<file path="config.mk">
export PLATFORM = sky130hd
export DESIGN_NAME = irq_aggregator
export DESIGN_NICKNAME = d
export VERILOG_FILES = /design/src/rtl/irq_pkg.sv /design/src/rtl/irq_bank.sv /design/src/rtl/irq_decode.sv /design/src/rtl/irq_aggregator.sv
export SDC_FILE = /design/constraint.sdc
export NUM_CORES = 1
export LEC_CHECK = 0
export BUFFER_PORTS_ARGS = -buffer_cell sky130_fd_sc_hd__buf_2
export CORE_ASPECT_RATIO = 1.5
export CORE_MARGIN = 3
export CORE_UTILIZATION = 45
export DETAILED_ROUTE_END_ITERATION = 6
export PLACE_DENSITY_LB_ADDON = 0.3
export SKIP_LAST_GASP = 1
export SLEW_MARGIN = 10
export SYNTH_ARGS = -nofsm -noshare
export SYNTH_HDL_FRONTEND = slang
export SYNTH_HIERARCHICAL = 1
export SYNTH_SLANG_ARGS = --single-unit
export TNS_END_PERCENT = 5
</file>
<file path="constraint.sdc">
create_clock -name clk -period 2.4 [get_ports clk]
set_input_delay 0.24 -clock clk [delete_from_list [all_inputs] [get_ports clk]]
set_output_delay 0.24 -clock clk [all_outputs]
set_load 0.005 [all_outputs]
</file>
<file path="src/rtl/irq_pkg.sv">
package irq_pkg;
  parameter int unsigned REG_W = 8;
  typedef logic [REG_W-1:0] reg_t;
  typedef enum logic [1:0] {ACC_NONE, ACC_RD, ACC_WR} acc_e;
endpackage

</file>
<file path="src/rtl/irq_bank.sv">
module irq_bank #(
  parameter int unsigned W = 8,
  parameter logic [W-1:0] EN_RST = '0
) (
  input  logic         clk,
  input  logic         rst,
  input  logic [W-1:0] evt_i,
  input  logic         rd_clr_i,
  input  logic         wr_en_i,
  input  logic [W-1:0] wdata_i,
  output logic [W-1:0] stat_o,
  output logic [W-1:0] en_o,
  output logic         pend_nxt_o
);
  logic [W-1:0] clr_mask;
  logic [W-1:0] stat_nxt;
  logic [W-1:0] en_nxt;

  always_comb begin
    clr_mask   = rd_clr_i ? en_o : '0;
    stat_nxt   = (stat_o & ~clr_mask) | evt_i;
    en_nxt     = wr_en_i ? wdata_i : en_o;
    pend_nxt_o = |(stat_nxt & en_nxt);
  end

  always_ff @(posedge clk) begin
    if (rst) begin
      stat_o <= '0;
      en_o   <= EN_RST;
    end else begin
      stat_o <= stat_nxt;
      en_o   <= en_nxt;
    end
  end

  p_evt_latch_r2: assert property (@(posedge clk) disable iff (rst)
    (|evt_i) |=> ((stat_o & $past(evt_i)) == $past(evt_i)));

  p_rd_clears_r4: assert property (@(posedge clk) disable iff (rst)
    (rd_clr_i && evt_i == '0) |=> ((stat_o & $past(en_o)) == '0));

  p_rd_keeps_masked_r5: assert property (@(posedge clk) disable iff (rst)
    rd_clr_i |=> ((stat_o & ~$past(en_o) & $past(stat_o)) == ($past(stat_o) & ~$past(en_o))));

  p_no_clear_stable_r8: assert property (@(posedge clk) disable iff (rst)
    (!rd_clr_i && evt_i == '0) |=> $stable(stat_o));
endmodule

</file>
<file path="src/rtl/irq_decode.sv">
module irq_decode
  import irq_pkg::*;
#(
  parameter int unsigned NB        = 2,
  parameter int unsigned W         = 8,
  parameter int unsigned AW        = 8,
  parameter int unsigned STAT_BASE = 3,
  parameter int unsigned EN_BASE   = 5
) (
  input  logic            req_i,
  input  logic            we_i,
  input  logic [AW-1:0]   addr_i,
  input  logic [NB*W-1:0] stat_i,
  input  logic [NB*W-1:0] en_i,
  output logic [NB-1:0]   rd_clr_o,
  output logic [NB-1:0]   wr_en_o,
  output logic            rd_vld_o,
  output logic [W-1:0]    rd_data_o
);
  acc_e acc;
  logic [NB-1:0] hit_stat;
  logic [NB-1:0] hit_en;

  always_comb begin
    if (!req_i)    acc = ACC_NONE;
    else if (we_i) acc = ACC_WR;
    else           acc = ACC_RD;
  end

  for (genvar b = 0; b < NB; b++) begin : g_dec
    localparam logic [AW-1:0] SA = AW'(STAT_BASE + b);
    localparam logic [AW-1:0] EA = AW'(EN_BASE + b);
    assign hit_stat[b] = (addr_i == SA);
    assign hit_en[b]   = (addr_i == EA);
    assign rd_clr_o[b] = (acc == ACC_RD) && hit_stat[b];
    assign wr_en_o[b]  = (acc == ACC_WR) && hit_en[b];
  end

  assign rd_vld_o = (acc == ACC_RD);

  always_comb begin
    rd_data_o = '0;
    for (int b = 0; b < NB; b++) begin
      if (hit_stat[b]) rd_data_o = rd_data_o | stat_i[b*W +: W];
      if (hit_en[b])   rd_data_o = rd_data_o | en_i[b*W +: W];
    end
  end
endmodule

</file>
<file path="src/rtl/irq_aggregator.sv">
module irq_aggregator
  import irq_pkg::*;
#(
  parameter int unsigned NB        = 2,
  parameter int unsigned W         = REG_W,
  parameter int unsigned AW        = 8,
  parameter int unsigned STAT_BASE = 3,
  parameter int unsigned EN_BASE   = 5,
  parameter logic [NB*W-1:0] EN_RST = 16'h0100
) (
  input  logic            clk,
  input  logic            rst,
  input  logic [NB*W-1:0] evt_i,
  input  logic            req_i,
  input  logic            we_i,
  input  logic [AW-1:0]   addr_i,
  input  logic [W-1:0]    wdata_i,
  output logic [W-1:0]    rdata_o,
  output logic            irq_n_o
);
  localparam int unsigned NSRC = NB * W;

  logic [NSRC-1:0] stat;
  logic [NSRC-1:0] en;
  logic [NB-1:0]   rd_clr;
  logic [NB-1:0]   wr_en;
  logic [NB-1:0]   pend_nxt;
  logic            rd_vld;
  logic [W-1:0]    rd_data;

  irq_decode #(.NB(NB), .W(W), .AW(AW), .STAT_BASE(STAT_BASE), .EN_BASE(EN_BASE)) u_dec (
    .req_i(req_i), .we_i(we_i), .addr_i(addr_i), .stat_i(stat), .en_i(en),
    .rd_clr_o(rd_clr), .wr_en_o(wr_en), .rd_vld_o(rd_vld), .rd_data_o(rd_data)
  );

  for (genvar b = 0; b < NB; b++) begin : g_bank
    irq_bank #(.W(W), .EN_RST(EN_RST[b*W +: W])) u_bank (
      .clk(clk), .rst(rst), .evt_i(evt_i[b*W +: W]),
      .rd_clr_i(rd_clr[b]), .wr_en_i(wr_en[b]), .wdata_i(wdata_i),
      .stat_o(stat[b*W +: W]), .en_o(en[b*W +: W]), .pend_nxt_o(pend_nxt[b])
    );
  end

  always_ff @(posedge clk) begin
    if (rst) begin
      rdata_o <= '0;
      irq_n_o <= 1'b1;
    end else begin
      if (rd_vld) rdata_o <= rd_data;
      irq_n_o <= ~|pend_nxt;
    end
  end

  p_irq_level_r3: assert property (@(posedge clk) disable iff (rst)
    irq_n_o == ~|(stat & en));

  p_rd_value_r4: assert property (@(posedge clk) disable iff (rst)
    (req_i && !we_i && addr_i == AW'(STAT_BASE)) |=> (rdata_o == $past(stat[W-1:0])));

  p_rd_hold_r7: assert property (@(posedge clk) disable iff (rst)
    !(req_i && !we_i) |=> $stable(rdata_o));
endmodule

</file>
==> flow_summary.ini, run 1 <==
[layout]
area_growth_pct = 16.7
n_antenna_cell = 0
nNetsFinal = 298
post-route-util_pct = 55.8
drive_gt1_share_pct = 29.8

[timing]
fin_skew_ns = 0.00628
setup_tns_ns = 0
hold_violations = 0
tightest_slew_ns = 0.719
max-slew-margin-rel_pct = 52.1
clock.fmax_mhz = 476
finalMaxSlewViolations = 0
rsz0062_at_grt = false
layout_min_cycle_time_ns = 2.10
period_share_pct = 87.4
setup_viol = 0

[global_routing]
first_global_vias = 1648
overflow = 0
grt_pass1_wl_um = 7600
grt.total_usage_pct = 19.8
grt_max_degree = 42
antenna_found_initial = 0

[synthesis]
ys_seq_area_share_pct = 42.3
synth_cell_types = 28
syn_inst = 216
synth_edf_count = 0
yosys_warnings = 6
synthesis.area_sq_mm = 0.00194
synth_top_flop_cell = dfxtp_1
ys_ff_latch = 41
synth.avg_cell_area_sq_um = 8.99
yosys.area.top_type = dfxtp_1
synth_top_area_share_pct = 42.3
yosys-top-cells-area = dfxtp_1 (42%), mux2i_1 (12%), nor2_1 (7.7%)
ys_async_sr_fraction_pct = 0
synth_fp_nets = 252

[setup_path]
crit_fanout = 8
worstPathArrival_ns = 2.33
required_ns = 2.63
start_kind = input pin
regToRegStartpoint = g_bank[0].u_bank/en_o[4]
startpoint = addr_i[5]
critPathKind = in2reg
crit_path_end_kind = flip-flop

[floorplan]
die_y_um = 86.5
core-area_sq_mm = 0.00406
die_x_um = 59.6
initial_core_util_pct = 47.8
core.rowCount = 28
io_pins = 45
dieArea_sq_mm = 0.00516

[run]
maxCapViolCount = 0

[pwr]
leakagePower_nw = 0.885
irDropWorstVdd_mv = 0.495
p_per_area_mw_per_mm2 = 575

[routing]
drtAntennaViolNets = 0
wl_met2_um = 2490
met3WireLength_um = 271
top_layer_used = met4
post_drt_wl_per_cell_um = 15.7
drt-total-wl_um = 4820
viasPerCell = 5.49
route.detailed.drc = 0
num_vias = 1686
drtIter0Drc = 85
wl_met1_um = 1980
drt_pass1_iterations = 4

[cts]
postCtsSetupBuffers = 0
hold_buffers = 0
clockRootBuffer = clkbuf_8
ctsResizeCount = 0
cts.sinks = 41
clk_latency_ns = 0.29
cts_buffer_depth = 2
h-tree-depth = 2
cts_made_buffers = 5
clkTransAtPathRegs_ns = 0.08
cts_tree = yes

[hold_path]
hp-class = in2reg
holdCritStartpoint = evt_i[11]

[status]
outcome = completed

[placed_design]
numPortBuffers = 44
dp.final_hpwl_um = 3590
gp_congestion = 0.843
cells in the mapped netlist (2+ instances only):
cell,n
a21oi_1,12
buf_6,5
nand2_1,25
buf_4,6
nor2b_1,2
mux2i_1,24
or4_1,2
o22ai_1,8
a31oi_1,8
a21oi_2,4
clkbuf_1,3
dfxtp_1,41
nand3b_1,8
mux2_2,8
nor2_1,40
nand3_1,8
per-layer routing:
layer  vias to the layer above  track usage (%)
li1                        843                -
met1                       777             23.7
met2                        58             33.7
met3                         8             4.02
met4                         0             8.27
met5                         -                0
cell usage in the layout (no fill, tap or decap):
cell / synthesis / routed
buf_2: 1 / 44
dfxtp_1: 41 / 41
nor2_1: 40 / 40
nand2_1: 25 / 25
mux2i_1: 24 / 24
a21oi_1: 12 / 12
buf_4: 6 / 10
o22ai_1: 8 / 8
mux2_2: 8 / 8
nand3_1: 8 / 8
nand3b_1: 8 / 8
a31oi_1: 8 / 8
clkbuf_8: 0 / 6
a21oi_2: 4 / 4
or4_1: 2 / 2
nor2b_1: 2 / 2
o21bai_1: 1 / 1
clkinvlp_4: 0 / 1
nand2b_1: 1 / 1
and2b_1: 1 / 1
and2_1: 1 / 1
nor3_1: 1 / 1
inv_1: 1 / 1
and4b_2: 1 / 1
nand3_2: 1 / 1
nor4b_4: 1 / 1
and4bb_2: 1 / 1
nor4_2: 1 / 1
area by class of cell:
| type | instances | area [sq um] |
|---|---|---|
| clock inverter | 1 | 7.51 |
| sequential | 41 | 821 |
| inverter | 1 | 3.75 |
| clock buffer | 6 | 82.6 |
| tap | 45 | 56.3 |
| multi-input combinational | 159 | 1000 |
| timing repair buffer | 54 | 295 |
| fill | 371 | 1800 |
per-stage QoR:
| step | cells | area, sq um | hold WS, ns | power [mW] | worst slack (ns) |
|---|---|---|---|---|---|
| finish | 307 | 2270 | 0.170 | 1.30 | 0.301 |
| global route | 307 | 2270 | 0.170 | 1.35 | 0.194 |
| CTS | 307 | 2270 | 0.163 | 1.31 | 0.329 |
| detailed placement | 300 | 2180 | 0.469 | 0.856 | 0.0209 |
| global placement | 300 | 2180 | 0.464 | 0.854 | 0.0522 |
| floorplan | 216 | 1940 | 0.312 | 0.799 | 0.342 |
power breakdown:
part | switching [mW] | internal (mW)
Sequential | 0.0119 | 0.701
Clock | 0.236 | 0.227
Combinational | 0.0682 | 0.0592
Total | 0.316 | 0.987
critical path, cell delays in order:
cell      delay [ns]
buf_2           0.09
nor3_1          0.17
nand2_1         0.20
and4bb_2        0.50
nand2_1         0.09
a21oi_1         0.21
o22ai_1         0.14
or4_1           0.55
o21bai_1        0.14
sequential cells by signal (all words and copies together), names as in the netlist:
| signal | flops |
|---|---|
| g_bank.u_bank/en_o | 16 |
| g_bank.u_bank/stat_o | 16 |
| irq_n_o | 1 |
| rdata_o | 8 |
logic make-up (layout without fill, tap and decap cells):
logic type	count (synthesis)	after routing	synth area share, %
mux	32	32	17.0
buf+inv	16	62	6.25
flops	41	41	42.3
simple gates	94	94	24.0
compound gates	33	33	10.4
final timing paths:
kind	endpoint	slack, ns	cells past startpoint
min	g_bank[1].u_bank/stat_o[3]	0.17	3
max reg2reg	irq_n_o	0.87	5
min reg2reg	rdata_o[1]	0.49	2
max	irq_n_o	0.30	9
No activity file was read; power rests on OpenSTA's default activity.
==> run 2, diff against run 1 <==
CORE_ASPECT_RATIO = 0.9   (was 1.5)
==> run 2 against run 1 <==
  * Worst setup slack worse by 0.016 ns
  * Routed wire length fell by 3.8%
  * Global-route usage fell by 1.1 points
  * Combinational power is 3% lower
  * Non-clock buffer count shrank 2
  * Largest cell class unchanged
  * Largest power group unchanged
==> flow_summary.ini, run 2 (same netlist as run 1, synthesis figures left out) <==
[floorplan]
dieArea_sq_mm = 0.00514
core.rowCount = 22
initial_core_util_pct = 47.0
die_x_um = 75.2
core-area_sq_mm = 0.00413
io_pins = 45
die_y_um = 68.3

[cts]
clkTransAtPathRegs_ns = 0.08
hold_buffers = 0
clockRootBuffer = clkbuf_8
ctsResizeCount = 0
cts.sinks = 41
cts_buffer_depth = 2
h-tree-depth = 2
postCtsSetupBuffers = 0
cts_tree = yes
clk_latency_ns = 0.30
cts_made_buffers = 5

[layout]
drive_gt1_share_pct = 29.5
n_antenna_cell = 0
final_cell_mix = buf_2 (44), dfxtp_1 (41), nor2_1 (40), nand2_1 (25), mux2i_1 (24)
final_common_cell = buf_2
reg_top3 = g_bank.u_bank/en_o (16), g_bank.u_bank/stat_o (16), rdata_o (8)
nNetsFinal = 296
area_growth_pct = 17.7
stdcell_area_sq_mm = 0.00228

[routing]
post_drt_wl_per_cell_um = 15.0
num_vias = 1688
route.detailed.drc = 0
viasPerCell = 5.46
drtAntennaViolNets = 0
drt_pass1_iterations = 4
drtIter0Drc = 109
drt-total-wl_um = 4630

[timing]
setup_viol = 0
setup_slack_ns = 0.285
max-slew-margin-rel_pct = 52.1
finalMaxSlewViolations = 0
rsz0062_at_grt = false
tightest_slew_ns = 0.718
period_share_pct = 88.1
fin_skew_ns = 0.00455
clock.fmax_mhz = 473
layout_min_cycle_time_ns = 2.11
hold_violations = 0

[placed_design]
placed_area_sq_mm = 0.00216
pre_cts_ws_ns = -0.0244
numPortBuffers = 44
gp_congestion = 0.839
dp.final_hpwl_um = 3480

[pwr]
irDropWorstVdd_mv = 0.378
p_per_area_mw_per_mm2 = 622
leakagePower_nw = 0.891
power.total_mw = 1.42

[global_routing]
grt_pass1_wl_um = 7100
grt.total_usage_pct = 18.7
grt_max_degree = 42
antenna_found_initial = 0
first_global_vias = 1582
overflow = 0

[status]
outcome = completed

[setup_path]
required_ns = 2.63
start_kind = input pin
crit_fanout = 6
critPathKind = in2reg
worstPathArrival_ns = 2.35
crit_path_end_kind = flip-flop

[hold_path]
hp-class = in2reg

[run]
maxCapViolCount = 0
==> run 2: changes by cell type in the layout (fill, tap and decap cells not counted) <==
cell / delta
buf_4: -2
bufinv_16: +1
==> run 2: worst max-delay path, cell delays in order <==
cell      delay [ns]
buf_2           0.10
nor3_1          0.17
nand2_1         0.19
nor4b_4         0.34
buf_4           0.23
mux2i_1         0.26
o22ai_1         0.13
or4_1           0.52
o21bai_1        0.15
==> run 2: worst paths after layout <==
kind | from | to | slack, ns | cells past startpoint
worst min-delay path | evt_i[10] | g_bank[1].u_bank/stat_o[2] | 0.15 | 3
worst max register to register | g_bank[1].u_bank/en_o[4] | irq_n_o | 0.88 | 5
worst min register to register | rdata_o[4] | rdata_o[4] | 0.49 | 2
worst max-delay path | addr_i[5] | irq_n_o | 0.29 | 9
==> run 2: layer usage <==
| metal | global-route usage, % | vias to the layer above | routed length (um) |
|---|---|---|---|
| li1 | - | 836 | - |
| met1 | 22.6 | 775 | 2130 |
| met2 | 31.4 | 62 | 2120 |
| met3 | 4.70 | 15 | 306 |
| met4 | 7.86 | 0 | 75 |
| met5 | 0 | - | 0 |
==> run 2: metrics by stage <==
stage	hold slack (ns)	utilization (%)	cells	setup TNS, ns
after floorplan	0.312	-	216	0
after global placement	0.459	52.4	301	0
after detailed placement	0.465	52.4	301	-0.0244
after CTS	0.150	55.3	309	0
after global routing	0.159	55.3	309	0
final	0.153	55.3	309	0
==> run 2: area by class of cell <==
type	instances	area, sq um
inverters	1	3.75
fillers	408	1840
repair buffers	52	280
flip-flops and latches	41	821
clock inverters	2	37.5
clock buffers	6	82.6
well taps	48	60.1
multi-input cells	159	1000
==> run 2: power by group <==
group,internal [mW],leakage [nW],switching [mW],total (mW)
Clock,0.338,0.0574,0.247,0.586
Combinational,0.0569,0.497,0.0657,0.123
Sequential,0.701,0.336,0.0125,0.713
==> run 3, diff against run 2 <==
CORE_MARGIN = unset   (was 3)
==> run 3 against run 2 <==
  * The flow now finishes with violations (DRC)
  * Power decreased by 0.79%
  * Hold slack improved by 0.0028 ns
  * First-iteration DRC count increased by 0.92%
  * Worst setup slack improved by 0.020 ns
  * Flip-flop and latch count unchanged
  * Global-route usage increased by 1.9 points
  * Combinational power about the same
  * Largest power group unchanged
==> flow_summary.ini, run 3 (same netlist as run 1, synthesis figures left out) <==
[timing]
rsz0062_at_grt = false
setup_viol = 0
tightest_slew_ns = 0.730
layout_min_cycle_time_ns = 2.10
fin_skew_ns = 0.00290
whs_ns = 0.156
clock.fmax_mhz = 477
period_share_pct = 87.3
max-slew-margin-rel_pct = 51.3
hold_violations = 0
finalMaxSlewViolations = 0

[pwr]
pwr-share-comb_pct = 8.7
switchingPower_mw = 0.313
swShare_pct = 22.2
leakagePower_nw = 0.892
p_int_mw = 1.10
seq_power_share_pct = 50.6
irDropWorstVdd_mv = 0.451
p_per_area_mw_per_mm2 = 618
p_clk_share_pct = 40.7

[routing]
drtIter0Drc = 110
drt-total-wl_um = 4430
post_drt_wl_per_cell_um = 14.3
viasPerCell = 5.38
drt_pass1_iterations = 7
drtAntennaViolNets = 0
route.detailed.drc = 5
num_vias = 1663

[setup_path]
start_kind = input pin
critPathKind = in2reg
crit_fanout = 7
regToRegStartpoint = g_bank[1].u_bank/en_o[4]
worst_r2r_path_depth = 5
reg2reg_to = irq_n_o
crit_path_end_kind = flip-flop
reg2reg_slack_ns = 0.91
required_ns = 2.63
worstPathArrival_ns = 2.33

[layout]
register_area_sq_um = 821
final_cell_mix = buf_2 (44), dfxtp_1 (41), nor2_1 (40), nand2_1 (25), mux2i_1 (24)
n_antenna_cell = 0
layout.cells.non_filler = 309
area_growth_pct = 17.5
fillerInstances = 396
multi_input_area_sq_um = 1000
reg_top3 = g_bank.u_bank/en_o (16), g_bank.u_bank/stat_o (16), rdata_o (8)
drive_gt1_share_pct = 29.1
final_common_cell = buf_2
nNetsFinal = 296

[floorplan]
core-area_sq_mm = 0.00410
io_pins = 45
core.rowCount = 22
die_y_um = 64.3
initial_core_util_pct = 47.3
die_x_um = 71.2
dieArea_sq_mm = 0.00458

[global_routing]
antenna_found_initial = 0
grt.total_usage_pct = 20.5
grt_max_degree = 42
overflow = 0
grt_pass1_wl_um = 7090
first_global_vias = 1548

[placed_design]
gp_congestion = 0.867
numPortBuffers = 44
dp.final_hpwl_um = 3420
post-place-cells = 301

[cts]
cts.sinks = 41
ctsResizeCount = 0
clk_latency_ns = 0.30
cts_buffer_depth = 2
hold_buffers = 0
h-tree-depth = 2
clkTransAtPathRegs_ns = 0.08
postCtsSetupBuffers = 0
clockRootBuffer = clkbuf_8
cts_made_buffers = 5
cts_tree = yes

[hold_path]
hp-class = in2reg
hold_end = g_bank[1].u_bank/stat_o[4]
whs_path_depth = 3
holdCritStartpoint = evt_i[12]

[status]
violations = DRC
outcome = finished with violations

[run]
maxCapViolCount = 0
==> run 3: changes by cell type in the layout (fill, tap and decap cells not counted) <==
cell | before | now
clkbuf_1 | 0 | 1
clkinvlp_4 | 1 | 0
==> run 3: layout make-up <==
cell class              instances  share of cell area, %
clock buffers                   7                   3.78
clock inverters                 1                   1.32
well taps                      48                   2.63
repair buffers                 52                   12.3
flip-flops and latches         41                   36.0
multi-input cells             159                   43.8
inverters                       1                  0.165
==> run 3: worst max path at each step <==
stage	start	to	slack [ns]	depth (start not counted)
3_5_place_dp	addr_i[5]	irq_n_o	-0.002	9
2_1_floorplan	addr_i[5]	irq_n_o	0.34	9
5_1_grt	addr_i[5]	irq_n_o	0.13	9
6_report	addr_i[5]	irq_n_o	0.30	9
4_1_cts	addr_i[5]	irq_n_o	0.30	9
3_3_place_gp	addr_i[5]	irq_n_o	0.002	9
==> run 3: through the flow <==
stage	setup WS [ns]	util, %	instance area, sq um	power [mW]	TNS (ns)
after floorplan	0.342	-	1940	0.799	0
after global placement	0.00152	52.8	2160	0.850	0
after detailed placement	-0.00186	52.8	2160	0.851	-0.00186
after CTS	0.295	55.6	2280	1.42	0
after global routing	0.128	55.6	2280	1.47	0
final	0.305	55.6	2280	1.41	0
==> run 3: layer usage <==
metal,wire length [um],vias up,GRT usage (%)
met5,0,-,0
li1,-,836,-
met3,229,10,4.10
met1,2060,769,26.3
met4,86,0,9.25
met2,2050,48,33.2
==> run 3: power by group through the flow <==
stage	logic (mW)	clock network (mW)	registers [mW]
detailed placement	0.122	0	0.729
floorplan	0.0748	0	0.725
global placement	0.121	0	0.729
global route	0.134	0.620	0.715
finish	0.122	0.574	0.713
CTS	0.122	0.587	0.713
==> run 3: critical path, cell delays in order <==
cell and delay (ns):
buf_2 0.09, nor3_1 0.17, nand2_1 0.21, nor4b_4 0.36, buf_4 0.23, mux2i_1 0.25
o22ai_1 0.12, or4_1 0.51, o21bai_1 0.14
